**config.mk**
```make
export PLATFORM = sky130hd
export DESIGN_NAME = branch_target_unit
export DESIGN_NICKNAME = d
export VERILOG_FILES = /design/src/rtl/btu_pkg.sv /design/src/rtl/btu_decode.sv /design/src/rtl/btu_target.sv /design/src/rtl/btu_seq.sv /design/src/rtl/branch_target_unit.sv
export SDC_FILE = /design/constraint.sdc
export NUM_CORES = 1
export LEC_CHECK = 0
export BUFFER_PORTS_ARGS = -buffer_cell sky130_fd_sc_hd__buf_2
export CAP_MARGIN = 20
export CORE_UTILIZATION = 49
export DETAILED_ROUTE_END_ITERATION = 8
export PLACE_DENSITY = 0.86
export SLEW_MARGIN = 20
export SYNTH_ARGS = -nofsm -noshare
export SYNTH_HDL_FRONTEND = slang
export SYNTH_SLANG_ARGS = --single-unit
```
**constraint.sdc**
```tcl
create_clock -name clk -period 3.1 [get_ports clk]
set_clock_uncertainty 0.1 [all_clocks]
set_input_delay 0.31 -clock clk [delete_from_list [all_inputs] [get_ports clk]]
set_output_delay 0.31 -clock clk [all_outputs]
set_load 0.1 [all_outputs]
```
**src/rtl/btu_pkg.sv**
```systemverilog
package btu_pkg;

  typedef enum logic [2:0] {
    BK_ABS   = 3'd0,
    BK_REL   = 3'd1,
    BK_BLOCK = 3'd2,
    BK_DE    = 3'd3,
    BK_XA    = 3'd4
  } br_kind_e;

  // timing and size facts for one branch kind
  typedef struct packed {
    logic [1:0] len;
    logic [1:0] cyc;
    logic       loads;
  } br_info_t;

endpackage

```
**src/rtl/btu_decode.sv**
```systemverilog
module btu_decode
  import btu_pkg::*;
(
  input  logic [2:0] kind,
  output br_info_t   info
);

  always_comb begin
    case (kind)
      BK_ABS:   info = '{len: 2'd3, cyc: 2'd3, loads: 1'b1};
      BK_REL:   info = '{len: 2'd1, cyc: 2'd2, loads: 1'b1};
      BK_BLOCK: info = '{len: 2'd2, cyc: 2'd2, loads: 1'b1};
      BK_DE:    info = '{len: 2'd2, cyc: 2'd3, loads: 1'b1};
      BK_XA:    info = '{len: 2'd2, cyc: 2'd3, loads: 1'b1};
      default:  info = '{len: 2'd0, cyc: 2'd1, loads: 1'b0};
    endcase
  end

endmodule

```
**src/rtl/btu_target.sv**
```systemverilog
module btu_target
  import btu_pkg::*;
#(
  parameter int PC_W   = 14,
  parameter int BLK_W  = 12,
  parameter int REG_W  = 8,
  parameter int DISP_W = 5
) (
  input  logic [2:0]      kind,
  input  logic [PC_W-1:0] base_pc,
  input  logic [PC_W-1:0] imm,
  input  logic [REG_W-1:0] de,
  input  logic [REG_W-1:0] xa,
  output logic [PC_W-1:0] target
);

  localparam int KEEP_BLK = PC_W - BLK_W;
  localparam int KEEP_REG = PC_W - REG_W;

  logic [PC_W-1:0] disp_ext;
  logic [PC_W-1:0] blk_tgt;
  logic [PC_W-1:0] de_tgt;
  logic [PC_W-1:0] xa_tgt;

  generate
    if (DISP_W >= PC_W) begin : g_disp_full
      assign disp_ext = imm;
    end else begin : g_disp_ext
      assign disp_ext = {{(PC_W-DISP_W){imm[DISP_W-1]}}, imm[DISP_W-1:0]};
    end
  endgenerate

  assign blk_tgt = {base_pc[PC_W-1 -: KEEP_BLK], imm[BLK_W-1:0]};
  assign de_tgt  = {base_pc[PC_W-1 -: KEEP_REG], de};
  assign xa_tgt  = {base_pc[PC_W-1 -: KEEP_REG], xa};

  always_comb begin
    case (kind)
      BK_ABS:   target = imm;
      BK_REL:   target = base_pc + disp_ext;
      BK_BLOCK: target = blk_tgt;
      BK_DE:    target = de_tgt;
      BK_XA:    target = xa_tgt;
      default:  target = base_pc;
    endcase
  end

endmodule

```
**src/rtl/btu_seq.sv**
```systemverilog
module btu_seq
  import btu_pkg::*;
#(
  parameter int PC_W = 14
) (
  input  logic            clk,
  input  logic            rst_n,
  input  logic            req_valid,
  output logic            req_ready,
  input  br_info_t        info,
  input  logic [PC_W-1:0] target,
  output logic [PC_W-1:0] pc_next,
  output logic            pc_load
);

  logic       busy;
  logic [1:0] cnt;
  logic       load_en;
  logic [PC_W-1:0] pc_q;
  logic       last_cyc;
  logic       fire;

  assign last_cyc  = busy && (cnt == 2'd0);
  assign req_ready = !busy || last_cyc;
  assign fire      = req_valid && req_ready;

  always_ff @(posedge clk) begin
    if (!rst_n) begin
      busy    <= 1'b0;
      cnt     <= 2'd0;
      load_en <= 1'b0;
      pc_q    <= '0;
    end else if (fire) begin
      busy    <= 1'b1;
      cnt     <= info.cyc - 2'd1;
      load_en <= info.loads;
      if (info.loads) pc_q <= target;
    end else if (busy) begin
      if (cnt != 2'd0) begin
        cnt <= cnt - 2'd1;
      end else begin
        busy    <= 1'b0;
        load_en <= 1'b0;
      end
    end
  end

  assign pc_next = pc_q;
  assign pc_load = last_cyc && load_en;

endmodule

```
**src/rtl/branch_target_unit.sv**
```systemverilog
module branch_target_unit
  import btu_pkg::*;
#(
  parameter int PC_W   = 14,
  parameter int BLK_W  = 12,
  parameter int REG_W  = 8,
  parameter int DISP_W = 5
) (
  input  logic             clk,
  input  logic             rst_n,
  input  logic             req_valid,
  output logic             req_ready,
  input  logic [2:0]       req_kind,
  input  logic [PC_W-1:0]  req_pc,
  input  logic [PC_W-1:0]  req_imm,
  input  logic [REG_W-1:0] req_de,
  input  logic [REG_W-1:0] req_xa,
  output logic [PC_W-1:0]  pc_next,
  output logic             pc_load,
  output logic [1:0]       instr_len,
  output logic [1:0]       instr_cycles
);

  br_info_t        info;
  logic [PC_W-1:0] target;

  btu_decode u_decode (
    .kind (req_kind),
    .info (info)
  );

  btu_target #(
    .PC_W   (PC_W),
    .BLK_W  (BLK_W),
    .REG_W  (REG_W),
    .DISP_W (DISP_W)
  ) u_target (
    .kind    (req_kind),
    .base_pc (req_pc),
    .imm     (req_imm),
    .de      (req_de),
    .xa      (req_xa),
    .target  (target)
  );

  btu_seq #(
    .PC_W (PC_W)
  ) u_seq (
    .clk       (clk),
    .rst_n     (rst_n),
    .req_valid (req_valid),
    .req_ready (req_ready),
    .info      (info),
    .target    (target),
    .pc_next   (pc_next),
    .pc_load   (pc_load)
  );

  assign instr_len    = info.len;
  assign instr_cycles = info.cyc;

endmodule

```
# Word-level counts from Yosys, hierarchy flattened

Cells that the tools add are included.
Widths: inputs -> output; s select.

Register bits after elaboration: 18
Input port bits: 50
Output and inout bits: 20
Word-level logic and storage cells: 37

Add/sub/neg operators: 3
Equal/unequal tests: 5
Muxes and demuxes: 11
Reductions and logical operators: 14

Operators with widths:

| cell                | number |
|---|---|
| $pmux 14 s5         | 1 |
| $pmux 5 s4          | 1 |
| $add 14x14->14      | 1 |
| $eq 3x2->1 const B  | 2 |
| $mux 1              | 6 |
| $mux 2              | 3 |
| $reduce_and 2->1    | 3 |
| $reduce_bool 2->1   | 3 |
| $sub 2x1->2 const B | 2 |
| $eq 3x1->1 const B  | 1 |
| $eq 3x3->1 const B  | 1 |
| $logic_and 1x1->1   | 3 |
| $logic_not 3->1     | 1 |
| $logic_not 2->1     | 1 |
| $ne 2x1->1 const B  | 1 |
| $reduce_or 2->1     | 1 |
| $logic_not 1->1     | 1 |
| $logic_or 1x1->1    | 1 |

# Longest topological paths before layout

Gate-level depths: netlist of run 1.

Depth in word-level cells: 6
Gate-level depth with buffers: 9
Depth with buffers taken out: 9

# By module

From an unflattened synthesis of run 1, not the netlist that was laid out.

Cell total of the unflattened synthesis: 259
Area total of the unflattened synthesis: 1,935.6 µm²

Modules (own cells, without submodules):

| module     | instances | cells an instance | area each (µm²) | sequential area each (µm²) |
|---|---|---|---|---|
| btu_target | 1         | 168               | 1,114.8         | 0.0 |
| btu_seq    | 1         | 85                | 779.5           | 360.3 |
| btu_decode | 1         | 6                 | 41.3            | 0.0 |

# Least setup slack after synthesis of run 1

OpenSTA, ideal clock, no wires.

Kind: input to register
Start: in req_kind[0]
End: reg u_seq.pc_q[12] (netlist: u_seq.pc_next[12])
Library setup time: 0.080 ns
Arrival: 3.079 ns
Data required time: 2.920 ns
Path slack: -0.158 ns
Stages: 7
Buffers on the path: 2
Path through: clkbuf_1 -> o21ai_1 -> and3_1 -> clkbuf_1 -> o21ai_1 -> or4_1 -> o211ai_1

Longest elaborated chain between the ends: 4
Elaborated cells between the ends (all ways): 9
Classes of those cells: eq/ne: 4; mux: 2; reduce/logical: 3

RTL lines:

| element                                         | RTL line                          | RTL |
|---|---|---|
| from (decl)                                     | branch_target_unit.sv:13          | `input logic [2:0] req_kind,` |
| $eq 3x2->1 / $eq 3x3->1 (equally long branches) | btu_decode.sv:9, btu_target.sv:38 |  |
| $reduce_or 2->1 (no line)                       | -                                 |  |
| $pmux 5 s4                                      | btu_decode.sv:9                   | `case (kind)` |
| $reduce_and 2->1 (no line)                      | -                                 |  |
| to (signal assigned)                            | btu_seq.sv:37                     | `if (info.loads) pc_q <= target;` |
| to (decl)                                       | btu_seq.sv:19                     | `logic [PC_W-1:0] pc_q;` |

Parallel ways exist; a longest one is shown, timed or not.
A chain may end at the register's enable or synchronous reset.

# Worst setup path in the final report of run 1

Start: in req_pc[0]
End: reg u_seq.pc_q[12] (netlist: u_seq.pc_next[12])

Longest elaborated chain between the ends: 2

RTL lines:

| element        | RTL line                 | RTL |
|---|---|---|
| from (decl)    | branch_target_unit.sv:14 | `input logic [PC_W-1:0] req_pc,` |
| $add 14x14->14 | btu_target.sv:40         | `BK_REL: target = base_pc + disp_ext;` |
| $pmux 14 s5    | btu_target.sv:38         | `case (kind)` |

No other way between the ends.

==> flow_metrics.py, run 1 <==
metrics = {
    "detailed_routing": {
        "totalWireLength_um": 5040,
        "wire_per_inst_um": 14.52,
        "post-route-drc-count": 0,
        "vias": 2114,
        "drtIter0Drc": 147,
        "first_pass_iters": 4,
        "postRouteAntennaNets": 0,
        "drt-vias-per-instance": 6.092,
    },
    "layout": {
        "area_growth_pct": 22.45,
        "diodes": 0,
        "utilization_pct": 64.23,
        "fin_nets": 366,
        "layout-drive-gt1-share_pct": 28.24,
        "stdcell_count": 347,
    },
    "sta": {
        "max_slew.worst_pin.slew_ns": 0.5284,
        "rsz0062_at_grt": "false",
        "fmax_mhz": 435.5,
        "finalMaxSlewViolations": 0,
        "setup_viol": 0,
        "period_share_pct": 74.08,
        "max_slew_margin_pct": 64.77,
        "fin_tns_setup_ns": 0,
        "finalHoldViolCount": 0,
        "min_period_ns": 2.296,
    },
    "status": {
        "status": "completed",
    },
    "global_route": {
        "grt_antenna_before_repair": 0,
        "grt_max_degree": 28,
        "grt_pass1_wl_um": 8259,
        "grt_pass1_vias": 1852,
        "track_usage_pct": 25.68,
        "overflow": 0,
    },
    "power_and_ir_drop": {
        "ir_drop_uv": 230.5,
        "power_leakage_nw": 1.052,
        "p_per_area_nw_per_um2": 406.5,
    },
    "worst_setup_path": {
        "cp.arrival_ns": 2.38,
        "end_kind": "flop",
        "cp.required_ns": 3.18,
        "crit_type": "input port to flop",
        "critPathLaunchType": "input port",
        "crit_fanout": 4,
    },
    "cts": {
        "clk_pin_slew_ns": 0.07,
        "max-clock-path-buffers": 2,
        "htree_levels": 1,
        "clock_latency_ns": 0.25,
        "ctsRootBufferMaster": "clkbuf_8",
        "post_cts_buffers": 0,
        "cts_tree": "done",
        "cts_sinks": 18,
        "cts-resized-gates": 0,
        "cts_made_buffers": 3,
        "cts_hold_buffers": 0,
    },
    "yosys": {
        "ys_warn_count": 0,
        "yosys.area.top_type": "dfxtp_1",
        "synth_cell_type_count": 51,
        "seq_area_frac_synth_pct": 19.96,
        "avgSynthCellArea_um2": 7.523,
        "yosys-top-cells-count": "26 x o21ai_0, 22 x a21oi_1, 19 x nand2_1",
        "syn-cell-area_um2": 1805,
        "ys_ff_latch": 18,
        "ys_top_cells_by_area": "dfxtp_1 20%, ha_1 9.0%, o21ai_0 7.2%",
        "yosysMostFrequentCell": "o21ai_0",
        "ys.flop_type": "dfxtp_1",
        "synth_fp_nets": 304,
        "synth-async-reset-ratio_pct": 0,
        "netlist_instances": 240,
        "synth_edf_count": 0,
        "synth_top_area_share_pct": 19.96,
    },
    "floorplanning": {
        "start_util_pct": 52.45,
        "die_w_um": 62.70,
        "die_y_um": 62.70,
        "dieArea_um2": 3931,
        "io_pins": 70,
        "core_um2": 3442,
        "rows": 21,
    },
    "placed_design": {
        "hpwl_um": 3868,
        "gp_congestion": 0.9084,
        "dp_cells": 343,
        "io_buffers": 69,
    },
    "min_path": {
        "hold_class": "input port to flop",
    },
    "flow_run": {
        "cap_violations": 0,
    },
}
-- routing by layer --
metal,vias up,track usage (%),share of wire [%]
met5,-,0,0
met3,11,5.109,7.7
met4,0,6.105,1.4
li1,1030,-,-
met1,974,33.74,45
met2,99,42.80,46
-- critical path, stage by stage --
cell and delay, ns:
buf_2 0.10, ha_1 0.23, inv_1 0.08, fa_1 0.22
nor2b_4 0.06, o31a_1 0.28, or2_4 0.25, a211o_1 0.26
or4_1 0.50, o211ai_1 0.09
-- per-stage QoR --
step	hold WS [ns]	area (µm²)	setup slack (ns)	total power (W)
finish	0.2722	2211	0.8036	0.0008987
global route	0.2969	2211	0.6951	0.0009470
CTS	0.2749	2211	0.8083	0.0008994
detailed placement	0.3889	2156	0.5490	0.0007053
global placement	0.3846	2156	0.5807	0.0007011
floorplan	0.3382	1813	0.1463	0.0006100
-- placed cells by master (no fill, tap or decap), types with 2 or more instances in the layout --
cell type and n:
inv_1 7, o21bai_1 2, nand4_1 2, and2b_2 2, mux2i_1 6, o211ai_1 5
nor2_1 18, clkbuf_8 4, a22oi_1 9, nand2_1 19, xor2_1 4, and2_1 5
nand2b_1 3, o221ai_1 3, and3_1 2, buf_2 69, a21oi_1 22, nor3_1 4
a211o_1 3, a221oi_1 3, nand3_1 2, a211oi_1 2, dfxtp_1 18, a211o_2 2
o21ai_0 26, xnor2_1 3, a221o_1 2, a31oi_1 6, ha_1 13, a21o_1 4
o21ai_2 2, nor2b_1 5, o21a_1 2, a21boi_0 2, o31a_1 2, o211a_1 2
-- final timing paths --
kind                    start  cells past startpoint                end  slack (ns)
max                 req_pc[0]                     10  u_seq.pc_next[12]        0.80
min reg2reg  u_seq.pc_next[0]                      1   u_seq.pc_next[0]        0.41
min                 req_de[5]                      3   u_seq.pc_next[5]        0.27
max reg2reg      u_seq.cnt[0]                      6  u_seq.pc_next[12]        1.12
-- cells by family after synthesis --
| kind of cell | Yosys count | share of synthesized area (%) |
|---|---|---|
| multiplexers | 7 | 3.950 |
| AO/OA/AOI/OAI | 104 | 37.70 |
| XOR/XNOR | 7 | 3.396 |
| AND/OR/NAND/NOR | 69 | 19.47 |
| buffers and inverters | 21 | 5.405 |
| flip-flops | 18 | 19.96 |
| adder cells (fa/ha/maj) | 14 | 10.12 |
-- final cells by class --
cell class,instances,area [µm²]
Multi-Input combinational cell,201,1355
Sequential cell,18,360.3
Inverter,8,30.03
Clock buffer,4,55.05
Timing Repair Buffer,70,352.8
Fill cell,306,1231
Tap cell,46,57.56
-- power breakdown --
part | internal, W | switching [W]
clock network | 0.000113 | 0.0000795
logic | 0.000136 | 0.000308
registers | 0.000251 | 0.0000117
total | 0.000500 | 0.000399
-- state kept, by name (all words and copies together) (netlist names) --
signal         cells
u_seq.load_en      1
u_seq.cnt          2
u_seq.pc_next     14
u_seq.busy         1
No activity file was read; power rests on OpenSTA's default activity.
==> inputs of run 2 (changes only) <==
--- a/config.mk
+++ b/config.mk
@@ -5,11 +5,12 @@
 export SDC_FILE = /design/constraint.sdc
 export NUM_CORES = 1
 export LEC_CHECK = 0
+export ABC_AREA = 1
 export BUFFER_PORTS_ARGS = -buffer_cell sky130_fd_sc_hd__buf_2
 export CAP_MARGIN = 20
-export CORE_UTILIZATION = 49
+export CORE_UTILIZATION = 50
 export DETAILED_ROUTE_END_ITERATION = 8
-export PLACE_DENSITY = 0.86
+export PLACE_DENSITY = 0.87
 export SLEW_MARGIN = 20
 export SYNTH_ARGS = -nofsm -noshare
 export SYNTH_HDL_FRONTEND = slang
==> constraint.sdc (replaced) <==
create_clock -name clk -period 2.4 [get_ports clk]
set_clock_uncertainty 0.1 [all_clocks]
set_input_delay 0.24 -clock clk [delete_from_list [all_inputs] [get_ports clk]]
set_output_delay 0.24 -clock clk [all_outputs]
set_load 0.1 [all_outputs]
==> run 2 against run 1 <==
Sequential share of layout area fell by 0.33 points; largest cell class unchanged; cell count rose by 24%; die area fell by 0.29%; first-iteration DRC count fell by 27%; non-clock buffer count did not move; wire length rose by 0.20%; worst hold slack got worse by 0.16 ns; critical path depth fell by 6; critical endpoint is now pc_load; setup slack got worse by 0.12 ns; core utilization rose by 1.8 points.
==> flow_metrics.py, run 2 <==
metrics = {
    "layout": {
        "diodes": 0,
        "area_growth_pct": 22.89,
        "fin_nets": 450,
        "layout-drive-gt1-share_pct": 24.16,
        "largest_reg_flops": 14,
        "final_common_cell": "nand2_1",
        "utilization_pct": 66.08,
        "n_fill_cell": 346,
        "layout_common_cells": "92 x nand2_1, 69 x buf_2, 49 x inv_1",
    },
    "global_route": {
        "grt_pass1_wl_um": 8390,
        "overflow": 0,
        "track_usage_pct": 25.81,
        "grt_max_degree": 22,
        "grt_antenna_before_repair": 0,
        "grt_pass1_vias": 2037,
    },
    "detailed_routing": {
        "post-route-drc-count": 0,
        "first_pass_iters": 4,
        "totalWireLength_um": 5050,
        "drtIter0Drc": 107,
        "postRouteAntennaNets": 0,
        "wire_per_inst_um": 11.72,
        "drt-vias-per-instance": 5.153,
        "vias": 2221,
    },
    "cts": {
        "clk_pin_slew_ns": 0.11,
        "cts_hold_buffers": 0,
        "cts_made_buffers": 3,
        "cts_tree": "done",
        "post_cts_buffers": 0,
        "ctsRootBufferMaster": "clkbuf_4",
        "clock_latency_ns": 0.30,
        "max-clock-path-buffers": 2,
        "htree_levels": 1,
        "cts-resized-gates": 0,
        "cts_sinks": 18,
    },
    "power_and_ir_drop": {
        "power_leakage_nw": 1.268,
        "ir_drop_uv": 351.6,
        "p_per_area_nw_per_um2": 479.0,
    },
    "sta": {
        "finalMaxSlewViolations": 0,
        "fmax_mhz": 582.8,
        "setup_viol": 0,
        "max_slew_margin_pct": 67.09,
        "min_period_ns": 1.716,
        "finalHoldViolCount": 0,
        "rsz0062_at_grt": "false",
        "fin_tns_setup_ns": 0,
        "max_slew.worst_pin.slew_ns": 0.4931,
        "fin_ws_ns": 0.6841,
        "holdWs_ns": 0.1125,
        "period_share_pct": 71.50,
    },
    "worst_setup_path": {
        "crit_type": "flop to output pin",
        "cp.arrival_ns": 1.38,
        "critPathLaunchType": "flop",
        "cp.required_ns": 2.06,
        "crit_fanout": 3,
        "end_kind": "output pin",
    },
    "yosys": {
        "synth_edf_count": 0,
        "synth_top_area_share_pct": 19.62,
        "ys_warn_count": 0,
        "yosys.area.top_type": "dfxtp_1",
        "seq_area_frac_synth_pct": 19.62,
        "synth_cell_type_count": 30,
        "synth-async-reset-ratio_pct": 0,
        "syn-cell-area_um2": 1837,
        "netlist_instances": 315,
        "yosysMostFrequentCell": "nand2_1",
        "synth_fp_nets": 379,
        "ys.flop_type": "dfxtp_1",
        "avgSynthCellArea_um2": 5.831,
        "yosys-top-cells-count": "92 x nand2_1, 49 x inv_1, 28 x a21oi_1",
        "ys_top_cells_by_area": "dfxtp_1 20%, nand2_1 19%, inv_1 10%",
        "ys_ff_latch": 18,
    },
    "placed_design": {
        "io_buffers": 69,
        "hpwl_um": 4124,
        "gp_congestion": 0.8870,
        "place_ws_ns": 0.5328,
    },
    "min_path": {
        "hold_class": "input port to flop",
    },
    "floorplanning": {
        "dieArea_um2": 3920,
        "core_um2": 3416,
        "rows": 21,
        "io_pins": 70,
        "die_w_um": 62.61,
        "die_y_um": 62.61,
        "start_util_pct": 53.77,
    },
    "status": {
        "status": "completed",
    },
    "flow_run": {
        "cap_violations": 0,
    },
}
==> run 2: routing by layer <==
layer  share of wire [%]  vias up  GRT usage (%)
li1                    -     1152              -
met1                  46      996          31.67
met3                 5.4        2          4.015
met2                  48       71          47.96
met4                0.26        0          3.198
met5                   0        -              0
==> run 2: final timing paths <==
check | to | startpoint | cells past startpoint | slack [ns]
setup / recovery | pc_load | u_seq.cnt[0] | 4 | 0.68
hold / removal | u_seq.pc_next[1] | req_xa[1] | 3 | 0.11
setup reg to reg | u_seq.pc_next[9] | u_seq.cnt[0] | 8 | 0.71
hold reg to reg | u_seq.load_en | u_seq.load_en | 2 | 0.40
==> run 2: final cells by class <==
| cell class | instances | area, µm² | share of cell area [%] |
|---|---|---|---|
| multi-input cells | 236 | 1234 | 54.66 |
| inverters | 57 | 216.5 | 9.590 |
| flip-flops and latches | 18 | 360.3 | 15.96 |
| clock buffers | 4 | 36.28 | 1.608 |
| well taps | 46 | 57.56 | 2.550 |
| repair buffers | 70 | 352.8 | 15.63 |
==> run 2: worst max-delay path, cell delays in order, from the launching register on <==
cell and delay, ns:
dfxtp_1 0.34, nor2_1 0.15, nand2_1 0.08, nor2_1 0.08
buf_2 0.42
==> run 2: cells by family (layout without fill, tap and decap cells) <==
family	Yosys count	after routing	share of synthesized area [%]
flip-flops	18	18	19.62
AND/OR/NAND/NOR	162	162	38.76
buffers and inverters	61	131	13.22
AO/OA/AOI/OAI	59	59	17.98
XOR/XNOR	1	1	0.4769
adder cells (fa/ha/maj)	14	14	9.946
==> run 2: stage by stage <==
step	power [W]	instance area, µm²	std cells
floorplan	0.0007635	1837	315
global placement	0.0008821	2221	427
detailed placement	0.0008907	2221	427
global route	0.001145	2257	431
finish	0.001081	2257	431
CTS	0.001082	2257	431
==> run 2: power by group <==
group	leakage [nW]	total, W	internal, W	switching, W
Clock	0.0210	0.000192	0.0000925	0.000100
Combinational	1.10	0.000552	0.000150	0.000402
Sequential	0.149	0.000337	0.000323	0.0000137
Total	1.27	0.00108	0.000565	0.000516
==> inputs of run 3 (changes only) <==
--- a/config.mk
+++ b/config.mk
@@ -8,9 +8,9 @@
 export ABC_AREA = 1
 export BUFFER_PORTS_ARGS = -buffer_cell sky130_fd_sc_hd__buf_2
 export CAP_MARGIN = 20
-export CORE_UTILIZATION = 50
+export CORE_UTILIZATION = 45
 export DETAILED_ROUTE_END_ITERATION = 8
-export PLACE_DENSITY = 0.87
+export PLACE_DENSITY = 0.83
 export SLEW_MARGIN = 20
 export SYNTH_ARGS = -nofsm -noshare
 export SYNTH_HDL_FRONTEND = slang
==> constraint.sdc (replaced) <==
create_clock -name clk -period 1.5 [get_ports clk]
set_clock_uncertainty 0.1 [all_clocks]
set_input_delay 0.15 -clock clk [delete_from_list [all_inputs] [get_ports clk]]
set_output_delay 0.15 -clock clk [all_outputs]
set_load 0.1 [all_outputs]
==> run 3 against run 2 <==
Worst hold slack got worse by 0.033 ns; largest cell class unchanged; critical endpoint is now u_seq.pc_next[6]; design area grew 21%; core utilization increased by 6.1 points; cell count is 7.2% higher; wire length increased by 14%; register-to-register slack worse by 0.66 ns; largest power group unchanged; highest routed layer unchanged.
==> flow_metrics.py, run 3 (synthesis results as in run 2) <==
metrics = {
    "status": {
        "status": "completed",
    },
    "sta": {
        "finalMaxSlewViolations": 0,
        "setup_viol": 0,
        "max_slew_margin_pct": 66.14,
        "fmax_mhz": 689.2,
        "finalHoldViolCount": 0,
        "rsz0062_at_grt": "true",
        "max_slew.worst_pin.slew_ns": 0.5115,
        "min_period_ns": 1.451,
        "period_share_pct": 96.72,
    },
    "global_route": {
        "grt_pass1_vias": 2174,
        "overflow": 0,
        "grt_pass1_wl_um": 8859,
        "track_usage_pct": 26.16,
        "grt_antenna_before_repair": 0,
        "grt_max_degree": 18,
    },
    "floorplanning": {
        "io_pins": 70,
        "die_y_um": 65.89,
        "die_w_um": 65.89,
        "rows": 22,
        "dieArea_um2": 4341,
        "core_um2": 3799,
        "start_util_pct": 48.35,
    },
    "worst_setup_path": {
        "crit_type": "flop to flop",
        "end_kind": "flop",
        "crit_fanout": 5,
        "cp.arrival_ns": 1.49,
        "cp.required_ns": 1.54,
        "critPathLaunchType": "flop",
        "r2r_cells": 7,
    },
    "layout": {
        "stdcell_count": 462,
        "n_fill_cell": 323,
        "area_growth_pct": 49.25,
        "layout-drive-gt1-share_pct": 35.02,
        "fin_nets": 479,
        "layout_common_cells": "92 x nand2_1, 63 x buf_2, 49 x inv_1",
        "largest_reg_flops": 14,
        "diodes": 0,
        "final_common_cell": "nand2_1",
    },
    "detailed_routing": {
        "drtIter0Drc": 100,
        "postRouteAntennaNets": 0,
        "vias": 2370,
        "drt-vias-per-instance": 5.130,
        "post-route-drc-count": 0,
        "totalWireLength_um": 5745,
        "first_pass_iters": 6,
        "wire_per_inst_um": 12.44,
    },
    "cts": {
        "cts_tree": "done",
        "max-clock-path-buffers": 2,
        "cts_sinks": 18,
        "htree_levels": 1,
        "cts_hold_buffers": 0,
        "clk_pin_slew_ns": 0.07,
        "cts_made_buffers": 3,
        "clock_latency_ns": 0.25,
        "ctsRootBufferMaster": "clkbuf_8",
    },
    "power_and_ir_drop": {
        "ir_drop_uv": 323.7,
        "finalPower_w": 0.002002,
        "p_per_area_nw_per_um2": 730.1,
        "power_leakage_nw": 1.451,
    },
    "placed_design": {
        "hpwl_um": 4574,
        "dp_cells": 458,
        "io_buffers": 69,
        "gp_congestion": 0.8779,
    },
    "min_path": {
        "hold_class": "input port to flop",
        "min_path_cells": 3,
    },
    "flow_run": {
        "cap_violations": 0,
    },
}
## run 3: cell types whose count changed in the layout (fill, tap and decap cells not counted), moves of 3 or more
cell	delta
nor2_2	+7
ha_4	+8
nor2_1	-9
buf_2	-6
ha_1	-9
clkbuf_8	+3
buf_12	+5
clkbuf_4	-3
buf_4	+30
## run 3: routing by layer
layer  GRT usage, %  routed length, µm  vias up
met5              0                  0        -
met4          11.14                132        0
met3          2.414                282       14
met2          49.23               2936       81
met1          29.36               2394     1062
li1               -                  -     1213
## run 3: report_power, final
group / switching, W / internal (W)
Clock: 0.000156 / 0.000233
Combinational: 0.000698 / 0.000373
Sequential: 0.0000238 / 0.000517
Total: 0.000878 / 0.00112
## run 3: worst max-delay path, stage by stage, from the launching register on
cell and delay [ns]:
dfxtp_1 0.34, nor2_4 0.14, nor2_4 0.05, nor2_4 0.15, nand2_8 0.08, buf_4 0.17, nor3_4 0.21, a21oi_1 0.09
## run 3: metrics by stage
step           util (%)  instance area (µm²)  setup TNS [ns]  setup slack, ns  hold slack [ns]
2_1_floorplan         -                 1847        -0.04553         -0.04553           0.1917
3_3_place_gp      66.50                 2526          -1.090          -0.1514           0.3279
3_5_place_dp      66.50                 2526          -1.775          -0.2183           0.3386
4_1_cts           68.35                 2596               0          0.01306          0.07977
5_1_grt           72.17                 2741        -0.07124         -0.02550          0.08646
6_report          72.17                 2741               0          0.04914          0.07915
## run 3: repair_timing
item                                    in CTS  in global routing
buffers inserted                             0                  0
cloned                                       0                  0
resized for setup                            4                 24
endpoints found under the setup margin      12                 15
hold endpoints to repair                     0                  0
## run 3: final cells by class
type	instances	area [µm²]	share of cell area, %
clock buffer	4	55.05	2.008
inverter	57	221.5	8.078
multi-input combinational	236	1396	50.94
sequential	18	360.3	13.14
tap	48	60.06	2.191
timing repair buffer	99	648.1	23.64
## run 3: path summary, 6_finish.rpt
path | startpoint | to | slack (ns)
setup reg to reg | u_seq.cnt[0] | u_seq.pc_next[6] | 0.05
setup / recovery | u_seq.cnt[0] | u_seq.pc_next[6] | 0.05
hold / removal | req_imm[9] | u_seq.pc_next[9] | 0.08
hold reg to reg | u_seq.load_en | u_seq.load_en | 0.40
